[src/rtl/wdog_pkg.sv]
package wdog_pkg;

    localparam int BUS_W       = 32;
    localparam int ADDR_W      = 2;
    localparam int PRE_W       = 8;
    localparam int SEL_W       = 2;
    localparam int DIV_LOG_MIN = 4;
    localparam int DIV_CNT_W   = DIV_LOG_MIN + (1 << SEL_W) - 1;

    // control word bit positions (software-visible layout)
    localparam int POS_RST = 0;
    localparam int POS_IRQ = 2;
    localparam int POS_DIV = 3;
    localparam int POS_RUN = 5;
    localparam int POS_PRE = 8;
    localparam int POS_DBG = 16;

    localparam logic [BUS_W-1:0] LOAD_INIT = 32'h0000_8000;

    typedef enum logic [ADDR_W-1:0] {
        SEL_CTRL   = 2'd0,
        SEL_RELOAD = 2'd1,
        SEL_COUNT  = 2'd2,
        SEL_ICLR   = 2'd3
    } reg_sel_e;

    typedef struct packed {
        logic             dbg_mask;
        logic [PRE_W-1:0] presc;
        logic             run;
        logic [SEL_W-1:0] div_sel;
        logic             irq_en;
        logic             rst_en;
    } ctrl_t;

    localparam ctrl_t CTRL_INIT = '{dbg_mask: 1'b0, presc: 8'h80, run: 1'b1,
                                    div_sel: 2'd0, irq_en: 1'b0, rst_en: 1'b1};

    function automatic logic [BUS_W-1:0] ctrl_pack(ctrl_t c);
        logic [BUS_W-1:0] w;
        w = '0;
        w[POS_RST]              = c.rst_en;
        w[POS_IRQ]              = c.irq_en;
        w[POS_DIV +: SEL_W]     = c.div_sel;
        w[POS_RUN]              = c.run;
        w[POS_PRE +: PRE_W]     = c.presc;
        w[POS_DBG]              = c.dbg_mask;
        return w;
    endfunction

    // last divider index for a code: D-1 where D = 16 << code
    function automatic logic [DIV_CNT_W-1:0] div_last(logic [SEL_W-1:0] code);
        int unsigned len;
        len = 32'd1 << (DIV_LOG_MIN + int'(code));
        return DIV_CNT_W'(len - 32'd1);
    endfunction

endpackage

[src/rtl/wdog_regs.sv]
module wdog_regs
    import wdog_pkg::*;
#(
    parameter int CNT_W = 16
) (
    input  logic              clk,
    input  logic              rst,
    input  logic              wr_en,
    input  logic [ADDR_W-1:0] addr,
    input  logic [BUS_W-1:0]  wdata,
    input  logic [CNT_W-1:0]  cnt_val,
    output logic [BUS_W-1:0]  rdata,
    output ctrl_t             ctrl,
    output logic [CNT_W-1:0]  reload,
    output logic              cnt_load,
    output logic              iclr
);
    localparam int PAD = BUS_W - CNT_W;

    reg_sel_e         sel;
    logic [BUS_W-1:0] reload_w;
    logic [BUS_W-1:0] count_w;
    logic             unused_wbits;

    assign sel          = reg_sel_e'(addr);
    assign cnt_load     = wr_en && (sel == SEL_COUNT);
    assign iclr         = wr_en && (sel == SEL_ICLR);
    assign unused_wbits = ^{wdata[1], wdata[7:6], wdata[BUS_W-1:17]};

    always_ff @(posedge clk) begin
        if (rst) begin
            ctrl   <= CTRL_INIT;
            reload <= CNT_W'(LOAD_INIT);
        end else if (wr_en) begin
            case (sel)
                SEL_CTRL: begin
                    ctrl.rst_en   <= wdata[POS_RST];
                    ctrl.irq_en   <= wdata[POS_IRQ];
                    ctrl.div_sel  <= wdata[POS_DIV +: SEL_W];
                    ctrl.run      <= wdata[POS_RUN];
                    ctrl.presc    <= wdata[POS_PRE +: PRE_W];
                    ctrl.dbg_mask <= wdata[POS_DBG];
                end
                SEL_RELOAD: reload <= wdata[CNT_W-1:0];
                default: ;
            endcase
        end
    end

    generate
        if (PAD > 0) begin : g_pad
            assign reload_w = {{PAD{1'b0}}, reload};
            assign count_w  = {{PAD{1'b0}}, cnt_val};
        end else begin : g_full
            assign reload_w = reload;
            assign count_w  = cnt_val;
        end
    endgenerate

    always_comb begin
        case (sel)
            SEL_CTRL:   rdata = ctrl_pack(ctrl);
            SEL_RELOAD: rdata = reload_w;
            SEL_COUNT:  rdata = count_w;
            default:    rdata = '0;
        endcase
    end

    // a write to a register other than the control word leaves it unchanged
    assert_ctrl_only_R2: assert property (@(posedge clk) disable iff (rst)
        (!wr_en || sel != SEL_CTRL) |=> $stable(ctrl));

endmodule

[src/rtl/wdog_prescale.sv]
module wdog_prescale
    import wdog_pkg::*;
(
    input  logic             clk,
    input  logic             rst,
    input  logic             run,
    input  logic             restart,
    input  logic [PRE_W-1:0] presc,
    input  logic [SEL_W-1:0] div_sel,
    output logic             tick
);
    logic [PRE_W-1:0]     pre_cnt;
    logic [DIV_CNT_W-1:0] div_cnt;
    logic                 pre_hit;

    assign pre_hit = run && (pre_cnt >= presc);
    assign tick    = pre_hit && (div_cnt >= div_last(div_sel));

    always_ff @(posedge clk) begin
        if (rst || restart) begin
            pre_cnt <= '0;
            div_cnt <= '0;
        end else if (pre_hit) begin
            pre_cnt <= '0;
            div_cnt <= tick ? '0 : div_cnt + 1'b1;
        end else begin
            pre_cnt <= pre_cnt + 1'b1;
        end
    end

    // the shortest step period is 16 cycles, so steps never come back to back
    assert_tick_gap_R3: assert property (@(posedge clk) disable iff (rst)
        tick |=> !tick);

    // once the chain is held cleared, no step follows on the next cycle
    assert_restart_quiet_R9: assert property (@(posedge clk) disable iff (rst)
        restart |=> !tick);

endmodule

[src/rtl/wdog_counter.sv]
module wdog_counter
    import wdog_pkg::*;
#(
    parameter int CNT_W = 16
) (
    input  logic             clk,
    input  logic             rst,
    input  logic             tick,
    input  logic             load,
    input  logic [CNT_W-1:0] load_val,
    input  logic [CNT_W-1:0] reload,
    output logic [CNT_W-1:0] cnt,
    output logic             terminal
);
    logic at_zero;

    assign at_zero  = (cnt == '0);
    assign terminal = tick && at_zero && !load;

    always_ff @(posedge clk) begin
        if (rst) begin
            cnt <= CNT_W'(LOAD_INIT);
        end else if (load) begin
            cnt <= load_val;
        end else if (tick) begin
            cnt <= at_zero ? reload : cnt - 1'b1;
        end
    end

    // a normal step lowers the count by one
    assert_step_down_R3: assert property (@(posedge clk) disable iff (rst)
        (tick && !at_zero && !load) |=> cnt == CNT_W'($past(cnt) - 1'b1));

    // a terminal step reloads
    assert_reload_R5: assert property (@(posedge clk) disable iff (rst)
        terminal |=> cnt == $past(reload));

    // with no step and no write, the count holds
    assert_hold_R9: assert property (@(posedge clk) disable iff (rst)
        (!tick && !load) |=> $stable(cnt));

endmodule

[src/rtl/wdog_outputs.sv]
module wdog_outputs (
    input  logic clk,
    input  logic rst,
    input  logic terminal,
    input  logic rst_en,
    input  logic irq_en,
    input  logic dbg_mask,
    input  logic dbg_ack,
    input  logic iclr,
    output logic irq_o,
    output logic rst_req_o
);
    logic rst_q;
    logic pend;
    logic hide;

    always_ff @(posedge clk) begin
        if (rst) begin
            rst_q <= 1'b0;
            pend  <= 1'b0;
        end else begin
            rst_q <= terminal && rst_en;
            if (terminal && irq_en) begin
                pend <= 1'b1;
            end else if (iclr) begin
                pend <= 1'b0;
            end
        end
    end

    assign hide      = dbg_mask && dbg_ack;
    assign irq_o     = pend && !hide;
    assign rst_req_o = rst_q && !hide;

    // the reset request lasts one cycle
    assert_pulse_R6: assert property (@(posedge clk) disable iff (rst)
        rst_q |=> !rst_q);

    // pending stays set until a clear write
    assert_sticky_R7: assert property (@(posedge clk) disable iff (rst)
        (pend && !iclr) |=> pend);

    // an enabled terminal step always leaves the flag set
    assert_set_wins_R7: assert property (@(posedge clk) disable iff (rst)
        (terminal && irq_en) |=> pend);

endmodule

[src/rtl/wdog_timer.sv]
module wdog_timer
    import wdog_pkg::*;
#(
    parameter int CNT_W = 16
) (
    input  logic              clk,
    input  logic              rst,
    input  logic              bus_wr,
    input  logic [ADDR_W-1:0] bus_addr,
    input  logic [BUS_W-1:0]  bus_wdata,
    output logic [BUS_W-1:0]  bus_rdata,
    input  logic              dbg_ack,
    output logic              irq_o,
    output logic              rst_req_o
);
    ctrl_t            ctrl;
    logic [CNT_W-1:0] reload;
    logic [CNT_W-1:0] cnt;
    logic             cnt_load;
    logic             iclr;
    logic             tick;
    logic             terminal;
    logic             restart;

    assign restart = !ctrl.run || cnt_load;

    wdog_regs #(.CNT_W(CNT_W)) u_regs (
        .clk      (clk),
        .rst      (rst),
        .wr_en    (bus_wr),
        .addr     (bus_addr),
        .wdata    (bus_wdata),
        .cnt_val  (cnt),
        .rdata    (bus_rdata),
        .ctrl     (ctrl),
        .reload   (reload),
        .cnt_load (cnt_load),
        .iclr     (iclr)
    );

    wdog_prescale u_pre (
        .clk     (clk),
        .rst     (rst),
        .run     (ctrl.run),
        .restart (restart),
        .presc   (ctrl.presc),
        .div_sel (ctrl.div_sel),
        .tick    (tick)
    );

    wdog_counter #(.CNT_W(CNT_W)) u_cnt (
        .clk      (clk),
        .rst      (rst),
        .tick     (tick),
        .load     (cnt_load),
        .load_val (bus_wdata[CNT_W-1:0]),
        .reload   (reload),
        .cnt      (cnt),
        .terminal (terminal)
    );

    wdog_outputs u_out (
        .clk       (clk),
        .rst       (rst),
        .terminal  (terminal),
        .rst_en    (ctrl.rst_en),
        .irq_en    (ctrl.irq_en),
        .dbg_mask  (ctrl.dbg_mask),
        .dbg_ack   (dbg_ack),
        .iclr      (iclr),
        .irq_o     (irq_o),
        .rst_req_o (rst_req_o)
    );

    // a reload write alone never moves the live count
    assert_reload_write_R4: assert property (@(posedge clk) disable iff (rst)
        (bus_wr && bus_addr == SEL_RELOAD && !tick) |=> $stable(cnt));

    // the clear address always reads zero
    assert_iclr_read_R2: assert property (@(posedge clk) disable iff (rst)
        (bus_addr == SEL_ICLR) |-> bus_rdata == '0);

endmodule

[config.mk]
export PLATFORM = sky130hd
export DESIGN_NAME = wdog_timer
export DESIGN_NICKNAME = d
export VERILOG_FILES = /design/src/rtl/wdog_pkg.sv /design/src/rtl/wdog_regs.sv /design/src/rtl/wdog_prescale.sv /design/src/rtl/wdog_counter.sv /design/src/rtl/wdog_outputs.sv /design/src/rtl/wdog_timer.sv
export SDC_FILE = /design/constraint.sdc
export NUM_CORES = 1
export LEC_CHECK = 0
export BUFFER_PORTS_ARGS = -buffer_cell sky130_fd_sc_hd__buf_2
export CAP_MARGIN = 10
export CORE_MARGIN = 4
export CORE_UTILIZATION = 39
export CTS_BUF_LIST = sky130_fd_sc_hd__clkbuf_8
export CTS_CLUSTER_DIAMETER = 30
export DETAILED_ROUTE_END_ITERATION = 16
export SLEW_MARGIN = 0
export SYNTH_ARGS = -nofsm -noshare
export SYNTH_HDL_FRONTEND = slang
export SYNTH_SLANG_ARGS = --single-unit
export TNS_END_PERCENT = 100
[constraint.sdc]
create_clock -name clk -period 3.1 [get_ports clk]
set_input_delay 0.155 -clock clk [delete_from_list [all_inputs] [get_ports clk]]
set_output_delay 0.155 -clock clk [all_outputs]
set_load 0.03 [all_outputs]
==> results.md <==
- WS Path Type: flip-flop to flip-flop
- Count of buffers from port buffering: 41
- Root Driver: clkbuf_8
- Reg power frac: 45.6%
- Worst hold start: bus_wdata[1]
- Comb power frac: 19.1%
- Fmax: 393 MHz
- Core area: 9280 um^2
- Placer congestion estimate: 0.849
- Synth Area in Compound Gates: 22.1%
- GRT Total Usage: 19.4%
- Die X: 106 um
- CTS Buffer Depth: 2
- Clock Power Share: 35.3%
- Peak VDD IR: 0.185 mV
- Hold slack: 0.0649 ns
- Avg Cell Area, Syn: 7.73 um^2
- HPWL Detailed: 7710 um
- Area grow syn2layout: 11.5%
- Die area: 11,200 um^2
- Final Max Slew Viols: 0
- Row cnt: 35
- Layout cells sized above 1: 15.4%
- Worst setup path end: u_cnt.cnt[5]
- Async SR Flop Fraction: 0%
- Number of flops mapped to enable cells by yosys: 0
- I/O Pins: 72
- Most common cell after layout, fill and taps aside: nand2_1
- Fin util: 45.0%
- Sequential fraction of the synthesis area: 33.6%
- Setup TNS: 0 ns
- Largest net degree at the start of global routing: 42
- Largest family of logic cells by synthesized area: simple AND/OR/NAND/NOR gates
- Post-CTS Setup Bufs: 0
- Reg-to-Reg End: u_cnt.cnt[5]
- Vias in the first global route: 3,369
- Synth top area share: 33.6%
- Max-Cap Viols: 0
- Average wire per standard cell: 16.4 um
- First-pass GRT wire length: 17,700 um
- Area leader, netlist: dfxtp_1
- Leakage: 1.65 nW
- Clock Latency Late Sink: 0.34 ns
- DR iter-0 viols: 224
- # diodes: 0
- Sw power: 0.605 mW
- Final Skew: 0.00930 ns
- Netlist cell types: 63
- Synth Area in Adders: 5.01%
- Status: completed
- Fin. Hold Viols: 0
- Dpl cell area: 4000 um^2
- Mux share of post-synthesis cell area: 3.47%
- Hold Path Class: primary input to flip-flop
- Most frequent cells in the layout: 96 x nand2_1, 63 x dfxtp_1, 45 x a21oi_1
- Final setup violating endpoints: 0
- Worst slew margin: 45.3%
- R2r setup slk: 0.56 ns
- Post-Synth Simple-Gate Area: 25.3%
- Total grt overflow: 0
- Reg2reg start: u_cnt.cnt[0]
- CTS tree: built
- Worst Setup SP: u_cnt.cnt[0]
- Mapped Cells: 485
- Arr. time, crit path: 2.77 ns
- Tcrit/Tclk final: 82.0%
- Fill cell count: 985
- Yosys warnings: 0
- Cell Int Power: 1.34 mW
- Worst-path maximum fanout: 9
- Resized cells post-CTS: 0
- Final Routed Wirelength: 10,600 um
- Vias per cell: 5.39
- Top cells by area, synth: dfxtp_1 34%, nand2_1 9.6%, a21oi_1 6.0%
- Power Density: 464 nW/um^2
- CTS sink count: 63
- H-tree levels: 3
- Crit path time final: 2.54 ns
- Post-Syn Area: 3750 um^2
- Predominant post-synthesis flop cell: dfxtp_1
- Startpoint Class: flip-flop
- RSZ-0062 raised after global routing: no
- Initial antenna violation count: 0
- Via count of the routed design: 3,501
- Post-route DRC: 0
- Antenna-violating nets left: 0
- NumNets Final: 571
- Worst Reg-to-Reg Cells: 8
- Critical Path RT: 3.33 ns
- Initial Util: 40.4%
- Endpoint class of the critical path: flip-flop
- Seq cells post-synth: 63
- Reg clk slew, reported paths: 0.07 ns
- Worst-Margin Slew: 0.820 ns
- Synth Area in XOR/XNOR: 2.80%
- Detailed Routing Iterations Pass 1: 4
- CTS hold repair buffers: 0
- Die Y-Extent: 106 um
- Post-Layout Inst Area: 4180 um^2
- Total clock buffers created by CTS: 9
- Switching Share: 31.2%
## synthesized netlist by cell type (3+ instances only)
library cell / instances
nand4_1: 9
xnor2_1: 4
inv_1: 15
nand2_1: 96
nor4_1: 7
o221ai_1: 3
a31oi_1: 6
buf_2: 3
dfxtp_1: 63
xor2_1: 8
clkbuf_1: 19
nand3_1: 17
a211oi_1: 7
and2_1: 6
o211ai_1: 5
or3_1: 3
buf_4: 17
mux2i_1: 13
nor2_1: 40
nor3_1: 7
a21oi_1: 45
ha_1: 15
a22o_1: 3
o21ai_0: 23
a32o_1: 3
## through the flow
stage	instances	setup WS, ns	total power, mW
finish	650	0.558	1.94
global route	650	0.349	2.04
CTS	650	0.579	1.95
detailed placement	636	0.594	1.27
global placement	636	0.617	1.27
floorplan	499	0.912	1.18
## power groups by stage
stage	sequential (mW)	combinational, mW	clock [mW]
global placement	0.902	0.365	0
floorplan	0.884	0.298	0
detailed placement	0.903	0.369	0
global route	0.891	0.414	0.733
finish	0.886	0.370	0.686
CTS	0.885	0.371	0.696
## worst min path at each step
stage	to	slack, ns	cells past startpoint
floorplan	u_cnt.cnt[15]	0.28	2
global placement	u_regs.ctrl[13]	0.41	3
detailed placement	u_regs.ctrl[13]	0.41	3
CTS	u_regs.ctrl[13]	0.05	3
global route	u_regs.reload[6]	0.06	3
finish	u_regs.reload[1]	0.06	3
## area by class of cell
type | instances | area, um^2 | area share [%]
Sequential cell | 63 | 1260 | 30.2
Tap cell | 129 | 161 | 3.86
Timing Repair Buffer | 49 | 265 | 6.34
Inverter | 15 | 56.3 | 1.35
Clock inverter | 1 | 3.75 | 0.0898
Multi-Input combinational cell | 380 | 2250 | 53.9
Clock buffer | 13 | 179 | 4.28
## critical path, cell delays in order (launching register included)
cell	delay, ns
dfxtp_1	0.37
inv_1	0.14
ha_1	0.24
nor4b_4	0.39
nand3_2	0.17
or2_0	0.49
o21ai_0	0.28
o21ai_1	0.08
a32o_1	0.28
## sequential cells by signal, summed over array words and instances (netlist names)
signal / count
u_regs.reload: 16
u_pre.div_cnt: 7
u_pre.pre_cnt: 8
u_out.pend: 1
u_regs.ctrl: 14
u_cnt.cnt: 16
u_out.rst_q: 1
## cells by family (layout without fill, tap and decap cells)
family	Yosys count	after routing
xor+xnor	12	12
compound gates	123	123
simple gates	202	202
buf+inv	56	78
fa+ha+maj	15	15
other cells	1	15
mux	13	13
flops	63	63
## layer usage
metal / up-vias / share of wire, % / track usage (%)
met3: 13 / 4.7 / 3.95
met4: 0 / 1.3 / 4.07
met1: 1636 / 47 / 26.5
met2: 97 / 47 / 31.6
met5: - / 0 / 0
li1: 1755 / - / -
No activity file was read; power rests on OpenSTA's default activity.
